`src/rtl/tmr_irq_pkg.sv`:
```
package tmr_irq_pkg;

    localparam int REG_W  = 32;

    // Flag positions inside the register
    localparam int B_OVF  = 0;
    localparam int B_TRG  = 1;
    localparam int B_CNT  = 2;
    localparam int B_ERR  = 3;
    localparam int B_UFS  = 10;
    localparam int B_DFS  = 11;
    localparam int B_RFLT = 12;   // recoverable faults, two bits
    localparam int B_NFLT = 14;   // non-recoverable faults, two bits
    localparam int B_MC   = 16;   // first channel flag

    localparam int N_RFLT = 2;
    localparam int N_NFLT = 2;
    localparam int MAX_CH = REG_W - B_MC;

    // Events that do not depend on the channel count
    typedef struct packed {
        logic                ovf;
        logic                trg;
        logic                cnt;
        logic                dfs;
        logic [N_RFLT-1:0]   rflt;
        logic [N_NFLT-1:0]   nflt;
        logic                ramp_chg;
        logic                lock;
    } core_evt_t;

    function automatic logic [REG_W-1:0] valid_mask(input int nch);
        logic [REG_W-1:0] m;
        m = '0;
        m[B_OVF] = 1'b1;
        m[B_TRG] = 1'b1;
        m[B_CNT] = 1'b1;
        m[B_ERR] = 1'b1;
        m[B_UFS] = 1'b1;
        m[B_DFS] = 1'b1;
        for (int i = 0; i < N_RFLT; i++) m[B_RFLT+i] = 1'b1;
        for (int i = 0; i < N_NFLT; i++) m[B_NFLT+i] = 1'b1;
        for (int i = 0; i < MAX_CH; i++) if (i < nch) m[B_MC+i] = 1'b1;
        return m;
    endfunction

endpackage

```
`src/rtl/tmr_irq_bus_port.sv`:
```
module tmr_irq_bus_port
    import tmr_irq_pkg::*;
#(
    parameter int ADDR_W    = 8,
    parameter int NUM_CH    = 4,
    parameter int FLAG_ADDR = 'h2C,
    parameter int CAP_BASE  = 'h3C
) (
    input  logic [ADDR_W-1:0] bus_addr,
    input  logic              bus_wr,
    input  logic [REG_W-1:0]  bus_wdata,
    input  logic              bus_rd,
    input  logic [NUM_CH-1:0] cap_mode,
    input  logic [REG_W-1:0]  flags,
    output logic [REG_W-1:0]  w1c_mask,
    output logic [NUM_CH-1:0] cap_rd_clr,
    output logic [REG_W-1:0]  bus_rdata
);
    localparam logic [ADDR_W-1:0] FLAG_A = ADDR_W'(FLAG_ADDR);

    logic hit_flag;
    assign hit_flag = (bus_addr == FLAG_A);

    assign w1c_mask  = (bus_wr && hit_flag) ? bus_wdata : '0;
    assign bus_rdata = (bus_rd && hit_flag) ? flags : '0;

    // One capture-register decoder per channel, 4-byte stride
    for (genvar g = 0; g < NUM_CH; g++) begin : g_cap_dec
        localparam logic [ADDR_W-1:0] CH_A = ADDR_W'(CAP_BASE + 4*g);
        assign cap_rd_clr[g] = bus_rd && (bus_addr == CH_A) && cap_mode[g];
    end

endmodule

```
`src/rtl/tmr_irq_set_logic.sv`:
```
module tmr_irq_set_logic
    import tmr_irq_pkg::*;
#(
    parameter int NUM_CH = 4
) (
    input  core_evt_t         evt,
    input  logic [NUM_CH-1:0] evt_match,
    input  logic [NUM_CH-1:0] evt_capture,
    input  logic [NUM_CH-1:0] cap_rd_clr,
    input  logic [NUM_CH-1:0] mc_pend,
    output logic [REG_W-1:0]  set_mask
);
    // A capture is lost only if its flag stays pending through this cycle;
    // a capture-register read in the same cycle frees the slot.
    logic [NUM_CH-1:0] overrun;
    assign overrun = evt_capture & mc_pend & ~cap_rd_clr;

    always_comb begin
        set_mask        = '0;
        set_mask[B_OVF] = evt.ovf;
        set_mask[B_TRG] = evt.trg;
        set_mask[B_CNT] = evt.cnt;
        set_mask[B_ERR] = |overrun;
        set_mask[B_UFS] = evt.ramp_chg & evt.lock;
        set_mask[B_DFS] = evt.dfs;
        for (int i = 0; i < N_RFLT; i++) set_mask[B_RFLT+i] = evt.rflt[i];
        for (int i = 0; i < N_NFLT; i++) set_mask[B_NFLT+i] = evt.nflt[i];
        for (int c = 0; c < NUM_CH; c++)
            set_mask[B_MC+c] = evt_match[c] | evt_capture[c];
    end

endmodule

```
`src/rtl/tmr_irq_flag_reg.sv`:
```
module tmr_irq_flag_reg
    import tmr_irq_pkg::*;
#(
    parameter logic [REG_W-1:0] VALID = '1
) (
    input  logic             clk,
    input  logic             rst,
    input  logic [REG_W-1:0] set_mask,
    input  logic [REG_W-1:0] clr_mask,
    output logic [REG_W-1:0] flags_q
);
    // Set has priority over clear so no event is dropped
    always_ff @(posedge clk) begin
        if (rst) flags_q <= '0;
        else     flags_q <= ((flags_q & ~clr_mask) | set_mask) & VALID;
    end

endmodule

```
`src/rtl/tmr_irq_flags.sv`:
```
module tmr_irq_flags
    import tmr_irq_pkg::*;
#(
    parameter int ADDR_W    = 8,
    parameter int NUM_CH    = 4,     // at most MAX_CH
    parameter int FLAG_ADDR = 'h2C,
    parameter int CAP_BASE  = 'h3C
) (
    input  logic              clk,
    input  logic              rst,
    input  logic [ADDR_W-1:0] bus_addr,
    input  logic              bus_wr,
    input  logic [31:0]       bus_wdata,
    input  logic              bus_rd,
    output logic [31:0]       bus_rdata,
    input  logic              evt_ovf,
    input  logic              evt_trg,
    input  logic              evt_cnt,
    input  logic              evt_dfs,
    input  logic [1:0]        evt_flt_rec,
    input  logic [1:0]        evt_flt_nrec,
    input  logic              evt_ramp_chg,
    input  logic              lock_upd,
    input  logic [NUM_CH-1:0] evt_match,
    input  logic [NUM_CH-1:0] evt_capture,
    input  logic [NUM_CH-1:0] cap_mode,
    input  logic [31:0]       irq_en,
    output logic              irq_req
);
    localparam logic [REG_W-1:0] VALID = valid_mask(NUM_CH);

    core_evt_t         evt;
    logic [REG_W-1:0]  flags_q;
    logic [REG_W-1:0]  w1c_mask;
    logic [REG_W-1:0]  set_mask;
    logic [REG_W-1:0]  clr_mask;
    logic [NUM_CH-1:0] cap_rd_clr;

    always_comb begin
        evt.ovf      = evt_ovf;
        evt.trg      = evt_trg;
        evt.cnt      = evt_cnt;
        evt.dfs      = evt_dfs;
        evt.rflt     = evt_flt_rec;
        evt.nflt     = evt_flt_nrec;
        evt.ramp_chg = evt_ramp_chg;
        evt.lock     = lock_upd;
    end

    tmr_irq_bus_port #(
        .ADDR_W(ADDR_W), .NUM_CH(NUM_CH),
        .FLAG_ADDR(FLAG_ADDR), .CAP_BASE(CAP_BASE)
    ) u_bus (
        .bus_addr  (bus_addr),
        .bus_wr    (bus_wr),
        .bus_wdata (bus_wdata),
        .bus_rd    (bus_rd),
        .cap_mode  (cap_mode),
        .flags     (flags_q),
        .w1c_mask  (w1c_mask),
        .cap_rd_clr(cap_rd_clr),
        .bus_rdata (bus_rdata)
    );

    tmr_irq_set_logic #(.NUM_CH(NUM_CH)) u_set (
        .evt        (evt),
        .evt_match  (evt_match),
        .evt_capture(evt_capture),
        .cap_rd_clr (cap_rd_clr),
        .mc_pend    (flags_q[B_MC +: NUM_CH]),
        .set_mask   (set_mask)
    );

    assign clr_mask = w1c_mask | (REG_W'(cap_rd_clr) << B_MC);

    tmr_irq_flag_reg #(.VALID(VALID)) u_reg (
        .clk     (clk),
        .rst     (rst),
        .set_mask(set_mask),
        .clr_mask(clr_mask),
        .flags_q (flags_q)
    );

    assign irq_req = |(flags_q & irq_en);

endmodule

```
`config.mk`:
```
export PLATFORM = sky130hd
export DESIGN_NAME = tmr_irq_flags
export DESIGN_NICKNAME = d
export VERILOG_FILES = /design/src/rtl/tmr_irq_pkg.sv /design/src/rtl/tmr_irq_bus_port.sv /design/src/rtl/tmr_irq_set_logic.sv /design/src/rtl/tmr_irq_flag_reg.sv /design/src/rtl/tmr_irq_flags.sv
export SDC_FILE = /design/constraint.sdc
export NUM_CORES = 1
export LEC_CHECK = 0
export ABC_AREA = 0
export BUFFER_PORTS_ARGS = -buffer_cell sky130_fd_sc_hd__buf_4
export CORE_MARGIN = 2
export CORE_UTILIZATION = 28
export DETAILED_ROUTE_END_ITERATION = 12
export HOLD_SLACK_MARGIN = 0.02
export MAX_ROUTING_LAYER = met4
export PLACE_DENSITY = 0.83
export SYNTH_ARGS = -nofsm -noshare
export SYNTH_HDL_FRONTEND = slang
export SYNTH_SLANG_ARGS = --single-unit
```
`constraint.sdc`:
```
create_clock -name clk -period 1.38 [get_ports clk]
set_input_delay 0.276 -clock clk [delete_from_list [all_inputs] [get_ports clk]]
set_output_delay 0.276 -clock clk [all_outputs]
set_load 0.02 [all_outputs]
```
==> results.md, run 1 <==
* Run status: finished, violations left
* Failing checks: setup timing
* Post-DP Area at 1630 um2
* Multiplexer area fraction after synthesis at 0
* First-pass detailed-route iteration total at 4
* Vias in the first global route at 1234
* Final setup violation count at 15
* Commonest cells in the netlist: buf_4, and2_1, nand4_1
* Clock Path Buffers at 2
* Period Utilization, post-route at 1.19
* Worst min path class: in2reg
* Min-delay src: evt_ovf
* Power Dens Cells at 609 nW/um2
* Logic pwr share at 0.302
* NetSw at 0.000304 W
* Layout cells sized above 1 at 0.557
* Gr usage total at 0.193
* Largest regs: u_reg.flags_q: 14 flops
* Post-synth cell types at 27
* Core Area at 3360 um2
* Worst path required time at 1100 ps
* Post-synthesis cell count at 123
* Row count at 21
* Crit. End Element: output port
* Post-synthesis compound-gate area fraction at 0.163
* Max FO, Critical Path at 3
* Final Cell Area at 1770 um2
* Nets at 311
* Max Slew Vio Count at 0
* CTS Sinks at 14
* Worst Slack Setup Final at -261 ps
* Clock transition at the registers of the reported paths at 90 ps
* H-Tree Level Count at 1
* Pint at 0.000777 W
* First-pass GRT wire length at 5960 um
* Sequential share of power at 0.426
* Die area at 4000 um2
* Clk pwr share at 0.272
* Syn Area/Cell at 7.99 um2
* IO Count at 131
* Dpl hpwl at 2650 um
* Grt met2 use at 0.351
* Antenna Nets Post-Route at 0
* Residual DRC count at 0
* Sequential cell area at 283 um2
* Final clock skew at 0.755 ps
* Die X at 63.2 um
* Layout Area Growth over Synthesis at 80.6%
* Most frequent cell after synthesis: buf_4
* GR met3 Demand/Resource at 0.0464
* Fraction of registers with async set/reset at 0
* Remaining Overflow, GRT at 0
* Met1 Use GR at 0.223
* WL/cell at 13.8 um
* Fmax at 610 MHz
* Arrival time worst endpoint at 1360 ps
* CP bufs+invs at 1
* Fill count at 323
* R2r startpoint: u_reg.flags_q[17]$_SDFF_PP0_
* Max IR drop VDD at 0.542 mV
* Root buffer cell: clkbuf_4
* YS warnings at 0
* Worst path slowest cell: dfxtp_1
* GR peak layer: met2
* Die Ht at 63.2 um
* Hold buffers post-CTS at 0
* Initial antenna violation count at 0
* Leading area contributor after synthesis: dfxtp_1
* P_leak at 0.844 nW
* Port Buffers at 76
* Initial Util at 0.292
* Largest stage delay, worst path at 340 ps
* Sequential share of the synthesized area at 0.285
* Total of max-cap violations at 0
* Ranking of synthesized cells by area: dfxtp_1, buf_4, and2_1
* Place WS at -261 ps
* Routability cong. at 0.757
* Area of the multi-input gates at 651 um2
* Fin crit period at 1640 ps
* Synth Area in XOR/XNOR at 0
* FF+latch count, synth at 14
* Post-synth EDFFs at 0
* Worst Setup SP: u_reg.flags_q[3]$_SDFF_PP0_
* Vias at 1197
* Max reg flops at 14
* Largest reg by FF count: u_reg.flags_q
* First DRT Iteration DRCs at 29
* Final Non-Filler Cells at 258
* Clk_lat worst skew at 270 ps
* Total CTS buffers at 3
* Main combinational cell family by area after synthesis: simple AND/OR/NAND/NOR gates
* Crit start category: flip-flop
* Top cell type's share of synthesized area at 0.285
* Largest net degree at the start of global routing at 16
* Cell family with most CP delay: compound AO/OA/AOI/OAI gates
* Main synth FF type: dfxtp_1
* Hold Vio Cnt, Final at 0
* RSZ-0062 raised after global routing: yes
* WS Path Type: reg2out
* Placed Cells incl. Taps at 253
* Critical path, cell by cell: a22o_1 -> a221oi_1 -> nand4_1 -> buf_4
* Cell Area, Synth at 982 um2
* Post-Synth Simple-Gate Area at 0.367
* Switch share at 0.281
* CTS tree: yes
* Post-Synth Adder-Cell Area at 0
* Final wirelength at 3570 um
* Via density at 4.64
* Ant. Diodes at 0
[final timing paths]
check / to / slack [ps] / cells after the start
worst max-delay path: irq_req / -260 / 4
worst min-delay path: u_reg.flags_q[0]$_SDFF_PP0_ / 200 / 3
worst max register to register: u_reg.flags_q[3]$_SDFF_PP0_ / 480 / 3
worst min register to register: u_reg.flags_q[15]$_SDFF_PP0_ / 530 / 2
[power groups by stage]
stage          combinational [W]  clock (W)  sequential (W)
2_1_floorplan           0.000161          0        0.000460
3_3_place_gp            0.000310          0        0.000465
3_5_place_dp            0.000313          0        0.000466
4_1_cts                 0.000327   0.000306        0.000459
5_1_grt                 0.000358   0.000327        0.000464
6_report                0.000326   0.000294        0.000460
[layout by cell type, fill, tap and decap left out]
| cell type | instances |
|---|---|
| a221oi_2 | 1 |
| o21ai_1 | 2 |
| buf_6 | 17 |
| inv_1 | 2 |
| nor2b_1 | 2 |
| and4b_2 | 1 |
| a32oi_1 | 1 |
| and3_1 | 2 |
| dfxtp_1 | 12 |
| nor3b_4 | 1 |
| a21oi_1 | 10 |
| and4b_4 | 1 |
| dfxtp_2 | 2 |
| and2_4 | 14 |
| nor4b_2 | 1 |
| and2_1 | 1 |
| conb_1 | 18 |
| clkbuf_4 | 3 |
| a221oi_1 | 1 |
| clkbuf_8 | 1 |
| a22oi_1 | 2 |
| nor2_1 | 12 |
| a22o_1 | 1 |
| a22oi_2 | 2 |
| nand2_1 | 2 |
| nand4_1 | 15 |
| nor3_1 | 1 |
| nand3_1 | 6 |
| and4bb_2 | 1 |
| buf_4 | 73 |
| a41oi_1 | 1 |
| a311oi_1 | 3 |
[per-layer routing]
layer,vias to the layer above,wire [um]
met4,0,0
met3,0,202
met1,555,1490
met2,43,1870
li1,599,-
met5,-,0
[area by class of cell]
type | instances | share of cell area
Timing Repair Buffer | 90 | 0.417
Multi-Input combinational cell | 102 | 0.367
Sequential cell | 14 | 0.159
Tap cell | 46 | 0.0324
Clock buffer | 4 | 0.0205
Inverter | 2 | 0.00423
[cells by family (layout without fill, tap and decap cells)]
logic type | after synthesis | in the layout
AOI/OAI and AO/OA | 24 | 24
buffers and inverters | 25 | 96
DFF | 14 | 14
other | 1 | 18
and+or+nand+nor | 59 | 60
[worst reg2reg max path, delay by kind of cell, from the launching register on]
kind,cells,cell delay (ps)
AND/OR/NAND/NOR,1,150
flip-flops,1,350
AO/OA/AOI/OAI,2,290
[repair_timing]
action                     CTS  global route
pin swaps                    9            10
hold endpoints to repair     0             0
setup endpoints to repair   15            16
resized for setup           23             3
buffers inserted             1             1
cloned                       1             0
[metrics by stage]
| stage | TNS (ps) | power [W] | util | hold slack, ps |
|---|---|---|---|---|
| floorplan | -490 | 0.000621 | - | 345 |
| global placement | -4070 | 0.000775 | 0.486 | 480 |
| detailed placement | -4250 | 0.000779 | 0.486 | 486 |
| CTS | -3180 | 0.00109 | 0.528 | 193 |
| global route | -3780 | 0.00115 | 0.528 | 197 |
| finish | -3180 | 0.00108 | 0.528 | 201 |
Power figures use the tool's default switching activity.
==> inputs of run 2 (changes only) <==
==> constraint.sdc (replaced) <==
create_clock -name clk -period 1.38 [get_ports clk]
set_input_delay 0.276 -clock clk [delete_from_list [all_inputs] [get_ports clk]]
set_output_delay 0.276 -clock clk [all_outputs]
set_load 0.05 [all_outputs]
==> results.md, run 2 (synthesis results as in run 1) <==
* Run status: finished, violations left
* Failing checks: setup timing
* R2R Setup Slk at 340 ps (-140 ps)
* Final Non-Filler Cells at 263 (+1.9%)
* Remaining Overflow, GRT at 0 (unchanged)
* CTS tree: yes
* Logic pwr share at 0.358 (+0.056)
* Core Area at 3360 um2 (unchanged)
* First-pass detailed-route iteration total at 4 (unchanged)
* Gr usage total at 0.207 (+0.0143)
* Worst Slack Setup Final at -275 ps (-14.1 ps)
* Total CTS buffers at 3 (unchanged)
* P_leak at 0.891 nW (+5.5%)
* Commonest cells after routing, fill and taps aside: buf_4, conb_1, nand4_1, and2_4, buf_8
* Final Core Density at 0.560 (+0.0324)
* First DRT Iteration DRCs at 46 (+59%)
* WS Path Type: reg2out
* Fmax at 604 MHz (-0.85%)
* Clock transition at the registers of the reported paths at 90 ps (about the same)
* Hold buffers post-CTS at 0 (unchanged)
* Port Buffers at 76 (unchanged)
* Initial Util at 0.292 (unchanged)
* Clk_lat worst skew at 280 ps (about the same)
* Vias in the first global route at 1303 (+5.6%)
* Ant. Diodes at 0 (unchanged)
* Max reg flops at 14 (unchanged)
* First-pass GRT wire length at 6290 um (+5.6%)
* Sequential share of power at 0.390 (-0.036)
* Nets at 316 (+1.6%)
* Antenna Nets Post-Route at 0 (unchanged)
* Layout cells sized above 1 at 0.562 (+0.00561)
* Switch share at 0.327 (+0.0463)
* Largest stage delay, worst path at 330 ps (about the same)
* Hold Vio Cnt, Final at 0 (unchanged)
* Placed Cells incl. Taps at 256 (+1.2%)
* Arrival time worst endpoint at 1380 ps (+20 ps)
* Die Ht at 63.2 um (unchanged)
* Hold path depth at 3 (unchanged)
* Largest reg by FF count: u_reg.flags_q
* RSZ-0062 raised after global routing: yes
* Max IR drop VDD at 0.602 mV (+11%)
* Worst min path class: in2reg
* Dpl hpwl at 2830 um (+6.7%)
* Residual DRC count at 0 (unchanged)
* Final wirelength at 4070 um (+14%)
* H-Tree Level Count at 1 (unchanged)
* Crit. End Element: output port
* Largest regs: u_reg.flags_q: 14 flops
* Crit start category: flip-flop
* NetSw at 0.000385 W (+27%)
* Most common cell after layout, fill and taps aside: buf_4
* Vias at 1268 (+5.9%)
* Reg2reg end: u_reg.flags_q[3]$_SDFF_PP0_
* CTS Sinks at 14 (unchanged)
* Max Slew Vio Count at 0 (unchanged)
* Max FO, Critical Path at 2 (-1)
* Clk pwr share at 0.252 (-0.020)
* Period Utilization, post-route at 1.20 (+0.0102)
* Final setup violation count at 15 (unchanged)
* Worst Hold Endpoint: u_reg.flags_q[15]$_SDFF_PP0_
* Layout Area Growth over Synthesis at 91.7%
* Row count at 21 (unchanged)
* Worst path required time at 1100 ps (about the same)
* Power Dens Cells at 625 nW/um2 (+2.6%)
* Initial antenna violation count at 0 (unchanged)
* Fill count at 357 (+11%)
* Post-DP Area at 1670 um2 (+2.5%)
* Largest net degree at the start of global routing at 16 (unchanged)
* Via density at 4.82 (+3.9%)
* Routability cong. at 0.822 (+8.5%)
* IO Count at 131 (unchanged)
* Total power at 0.00118 W (+8.9%)
* Final Cell Area at 1880 um2 (+6.1%)
* Min-delay src: evt_flt_nrec[1]
* Final clock skew at 5.93 ps (+5.17 ps)
* Total of max-cap violations at 0 (unchanged)
* Die X at 63.2 um (unchanged)
* Worst path slowest cell: dfxtp_2
* Die area at 4000 um2 (unchanged)
* R2r startpoint: u_reg.flags_q[17]$_SDFF_PP0_
* Clock Path Buffers at 2 (unchanged)
* Root buffer cell: clkbuf_4
* Critical path, cell by cell: a22oi_2 -> nand2_1 -> a221oi_2 -> nand4_1 -> buf_6
* WL/cell at 15.5 um (+12%)
* Pint at 0.000791 W (+1.8%)
* Fin crit period at 1650 ps (+14.1 ps)
* Register-to-Register Path Depth at 4 (+1)
[run 2: final cells by class]
| type | count | area (um2) | area share |
|---|---|---|---|
| inverter | 2 | 7.51 | 0.00399 |
| sequential | 14 | 282 | 0.150 |
| timing repair buffer | 95 | 837 | 0.445 |
| tap | 46 | 57.6 | 0.0306 |
| multi-input combinational | 102 | 663 | 0.352 |
| clock buffer | 4 | 36.3 | 0.0193 |
[run 2: timing repair]
action                                  in CTS  in global routing
setup buffers                                1                  1
cloned                                       1                  0
endpoints found under the setup margin      15                 18
pin swaps                                    3                  6
gates resized for setup                     37                  4
[run 2: stage by stage]
stage | setup TNS [ps] | setup WS (ps) | hold slack (ps)
floorplan | -1410 | -110 | 345
global placement | -4790 | -300 | 480
detailed placement | -5190 | -311 | 489
CTS | -4110 | -338 | 189
global route | -4230 | -410 | 196
finish | -3550 | -275 | 199
[run 2: power groups by stage]
stage / clock network [W] / registers, W / logic [W]
5_1_grt: 0.000327 / 0.000464 / 0.000448
3_3_place_gp: 0 / 0.000467 / 0.000390
6_report: 0.000297 / 0.000458 / 0.000421
3_5_place_dp: 0 / 0.000467 / 0.000397
2_1_floorplan: 0 / 0.000462 / 0.000234
4_1_cts: 0.000309 / 0.000459 / 0.000409
[run 2: how the worst max path moves through the flow]
| stage | end | startpoint | cells past startpoint |
|---|---|---|---|
| 3_5_place_dp | bus_rdata[19] | bus_addr[7] | 5 |
| 6_report | irq_req | u_reg.flags_q[2]$_SDFF_PP0_ | 5 |
| 5_1_grt | irq_req | u_reg.flags_q[2]$_SDFF_PP0_ | 5 |
| 4_1_cts | irq_req | u_reg.flags_q[2]$_SDFF_PP0_ | 5 |
| 3_3_place_gp | bus_rdata[2] | bus_addr[7] | 5 |
| 2_1_floorplan | bus_rdata[10] | bus_addr[7] | 4 |
[run 2: worst max-delay path: cells and delay by family, from the launching register on]
family                 cells  cell delay (ps)
AO/OA/AOI/OAI              2              380
buffers and inverters      1              180
flip-flops                 1              330
AND/OR/NAND/NOR            2              210
[run 2: metal layers]
| layer | vias to the layer above | global-route usage | part of all wire |
|---|---|---|---|
| li1 | 607 | - | - |
| met1 | 595 | 0.236 | 0.38 |
| met2 | 60 | 0.382 | 0.55 |
| met3 | 6 | 0.0411 | 0.063 |
| met4 | 0 | 0.0326 | 0.013 |
| met5 | - | - | 0 |
==> inputs of run 3 (changes only) <==
--- a/config.mk
+++ b/config.mk
@@ -7,12 +7,15 @@
 export LEC_CHECK = 0
 export ABC_AREA = 0
 export BUFFER_PORTS_ARGS = -buffer_cell sky130_fd_sc_hd__buf_4
+export CELL_PAD_IN_SITES_DETAIL_PLACEMENT = 2
+export CELL_PAD_IN_SITES_GLOBAL_PLACEMENT = 2
 export CORE_MARGIN = 2
-export CORE_UTILIZATION = 28
+export CORE_UTILIZATION = 12
 export DETAILED_ROUTE_END_ITERATION = 12
 export HOLD_SLACK_MARGIN = 0.02
 export MAX_ROUTING_LAYER = met4
-export PLACE_DENSITY = 0.83
+export PLACE_DENSITY = 0.82
+export REMOVE_ABC_BUFFERS = 1
 export SYNTH_ARGS = -nofsm -noshare
 export SYNTH_HDL_FRONTEND = slang
 export SYNTH_SLANG_ARGS = --single-unit
==> results.md, run 3 (synthesis results as in run 1) <==
* Remaining Overflow, GRT at 0 (unchanged)
* WL/cell at 16.8 um (+8.3%)
* IO Count at 131 (unchanged)
* Ant. Diodes at 0 (unchanged)
* First-pass detailed-route iteration total at 4 (unchanged)
* Final Non-Filler Cells at 324 (+23%)
* Final setup violation count at 15 (unchanged)
* Die X at 94.5 um (+49%)
* Clock Path Buffers at 2 (unchanged)
* Clk pwr share at 0.308 (+0.056)
* Final Cell Area at 2070 um2 (+10%)
* Gr usage total at 0.121 (-0.0862)
* Root buffer cell: clkbuf_8
* Reg2reg end: u_reg.flags_q[3]$_SDFF_PP0_
* Final Core Density at 0.264 (-0.296)
* Crit start category: flip-flop
* Logic pwr share at 0.347 (-0.011)
* Largest net degree at the start of global routing at 16 (unchanged)
* Register-to-Register Path Depth at 4 (unchanged)
* Sequential share of power at 0.345 (-0.045)
* Antenna Nets Post-Route at 0 (unchanged)
* Routability cong. at 0.663 (-19%)
* CTS Sinks at 14 (unchanged)
* Vias in the first global route at 1405 (+7.8%)
* Total CTS buffers at 3 (unchanged)
* Worst Slack Setup Final at -348 ps (-73.5 ps)
* Die Ht at 94.5 um (+49%)
* Critical path, cell by cell: a22o_1 -> a221oi_1 -> nand4_1 -> buf_6
* Hold Vio Cnt, Final at 0 (unchanged)
* Die area at 8920 um2 (+120%)
* Switch share at 0.318 (-0.00935)
* Hold buffers post-CTS at 0 (unchanged)
* Period Utilization, post-route at 1.25 (+0.0532)
* Final wirelength at 5430 um (+33%)
* Dpl hpwl at 4030 um (+43%)
* Via density at 3.96 (-18%)
* Run status: finished, violations left
* WS Path Type: reg2out
* Final TNS setup at -4320 ps (-774 ps)
* Hold path depth at 3 (unchanged)
* Max reg flops at 14 (unchanged)
* R2R Setup Slk at 340 ps (about the same)
* GR peak layer: met2
* Max FO, Critical Path at 2 (unchanged)
* Min-delay src: evt_ovf
* Arrival time worst endpoint at 1450 ps (+70 ps)
* Pint at 0.000904 W (+14%)
* Initial Util at 0.125 (-0.167)
* Nets at 321 (+1.6%)
* Max IR drop VDD at 0.309 mV (-49%)
* Grt met2 use at 0.222 (-0.160)
* Placed Cells incl. Taps at 315 (+23%)
* First DRT Iteration DRCs at 11 (-76%)
* Worst path slowest cell: dfxtp_1
* Worst Hold Endpoint: u_reg.flags_q[0]$_SDFF_PP0_
* Layout cells sized above 1 at 0.599 (+0.0369)
* Total of max-cap violations at 0 (unchanged)
* Vias at 1283 (+1.2%)
* Place WS at -391 ps (-79.8 ps)
* Commonest cells after routing, fill and taps aside: buf_4, conb_1, nand4_1, buf_8, and2_4
* CTS tree: yes
* Worst min path class: in2reg
* Largest regs: u_reg.flags_q: 14 flops
* Met1 Use GR at 0.139 (-0.0963)
* Area of the multi-input gates at 688 um2 (+3.8%)
* Initial antenna violation count at 0 (unchanged)
* Fmax at 579 MHz (-4.3%)
* Core Area at 7850 um2 (+130%)
* Largest stage delay, worst path at 330 ps (about the same)
* Crit. End Element: output port
* Worst path required time at 1100 ps (about the same)
* Residual DRC count at 0 (unchanged)
* Clk_lat worst skew at 240 ps (-40 ps)
* P_leak at 0.938 nW (+5.3%)
* Sequential cell area at 284 um2 (+0.89%)
* NetSw at 0.000422 W (+9.5%)
* Power Dens Cells at 639 nW/um2 (+2.3%)
* Most common cell after layout, fill and taps aside: buf_4
* Final clock skew at 1.61 ps (-4.32 ps)
* GR met3 Demand/Resource at 0.0279 (-0.0131)
* CP bufs+invs at 1 (unchanged)
* Port Buffers at 76 (unchanged)
* Fin crit period at 1730 ps (+73.5 ps)
* Fill count at 912 (+160%)
* Clock transition at the registers of the reported paths at 60 ps (-30 ps)
* Failing checks: setup timing
* R2r startpoint: u_reg.flags_q[17]$_SDFF_PP0_
* Layout Area Growth over Synthesis at 111%
* Row count at 32 (+52%)
* Post-DP Area at 1720 um2 (+3.0%)
* H-Tree Level Count at 1 (unchanged)
* Largest reg by FF count: u_reg.flags_q
* Max Slew Vio Count at 0 (unchanged)
* Cell family with most CP delay: compound AO/OA/AOI/OAI gates
* RSZ-0062 raised after global routing: yes
* First-pass GRT wire length at 7660 um (+22%)
==> run 3: power by group through the flow <==
stage	registers, W	logic (W)	clock network (W)
6_report	0.000458	0.000460	0.000408
3_3_place_gp	0.000462	0.000410	0
5_1_grt	0.000462	0.000493	0.000450
3_5_place_dp	0.000462	0.000422	0
4_1_cts	0.000456	0.000448	0.000438
2_1_floorplan	0.000459	0.000183	0
==> run 3: per-stage QoR <==
stage	total power [W]	hold WS [ps]
finish	0.00133	234
global route	0.00141	243
CTS	0.00134	226
detailed placement	0.000884	491
global placement	0.000872	482
floorplan	0.000641	345
==> run 3: cell type report <==
class | instances | share of cell area
Timing Repair Buffer | 100 | 0.440
Multi-Input combinational cell | 102 | 0.332
Sequential cell | 14 | 0.137
Tap cell | 102 | 0.0615
Clock buffer | 4 | 0.0265
Inverter | 2 | 0.00362
==> run 3: repair_timing <==
item                                    in CTS  in global routing
endpoints found under the setup margin      15                 19
pin swaps                                    6                  9
gates resized for setup                     53                 11
setup buffers                                2                  3
gates cloned                                 1                  1
==> run 3: metal layers <==
| metal | part of all wire | up-vias |
|---|---|---|
| met4 | 0 | 0 |
| met2 | 0.52 | 58 |
| met5 | 0 | - |
| li1 | - | 619 |
| met3 | 0.061 | 0 |
| met1 | 0.42 | 606 |
==> run 3: worst reg2reg max path, delay by kind of cell, from the launching register on <==
kind / cells / cell delay (ps)
buffers and inverters: 1 / 150
DFF: 1 / 320
and+or+nand+nor: 1 / 140
AOI/OAI and AO/OA: 2 / 300
==> run 3: worst max path at each step <==
stage                                       startpoint  cells past startpoint       endpoint
after floorplan                            bus_addr[1]                      3   bus_rdata[0]
after global routing       u_reg.flags_q[2]$_SDFF_PP0_                      6        irq_req
after global placement                     bus_addr[6]                      5  bus_rdata[16]
after CTS                 u_reg.flags_q[10]$_SDFF_PP0_                      6        irq_req
final                      u_reg.flags_q[3]$_SDFF_PP0_                      4        irq_req
after detailed placement                   bus_addr[7]                      5  bus_rdata[16]
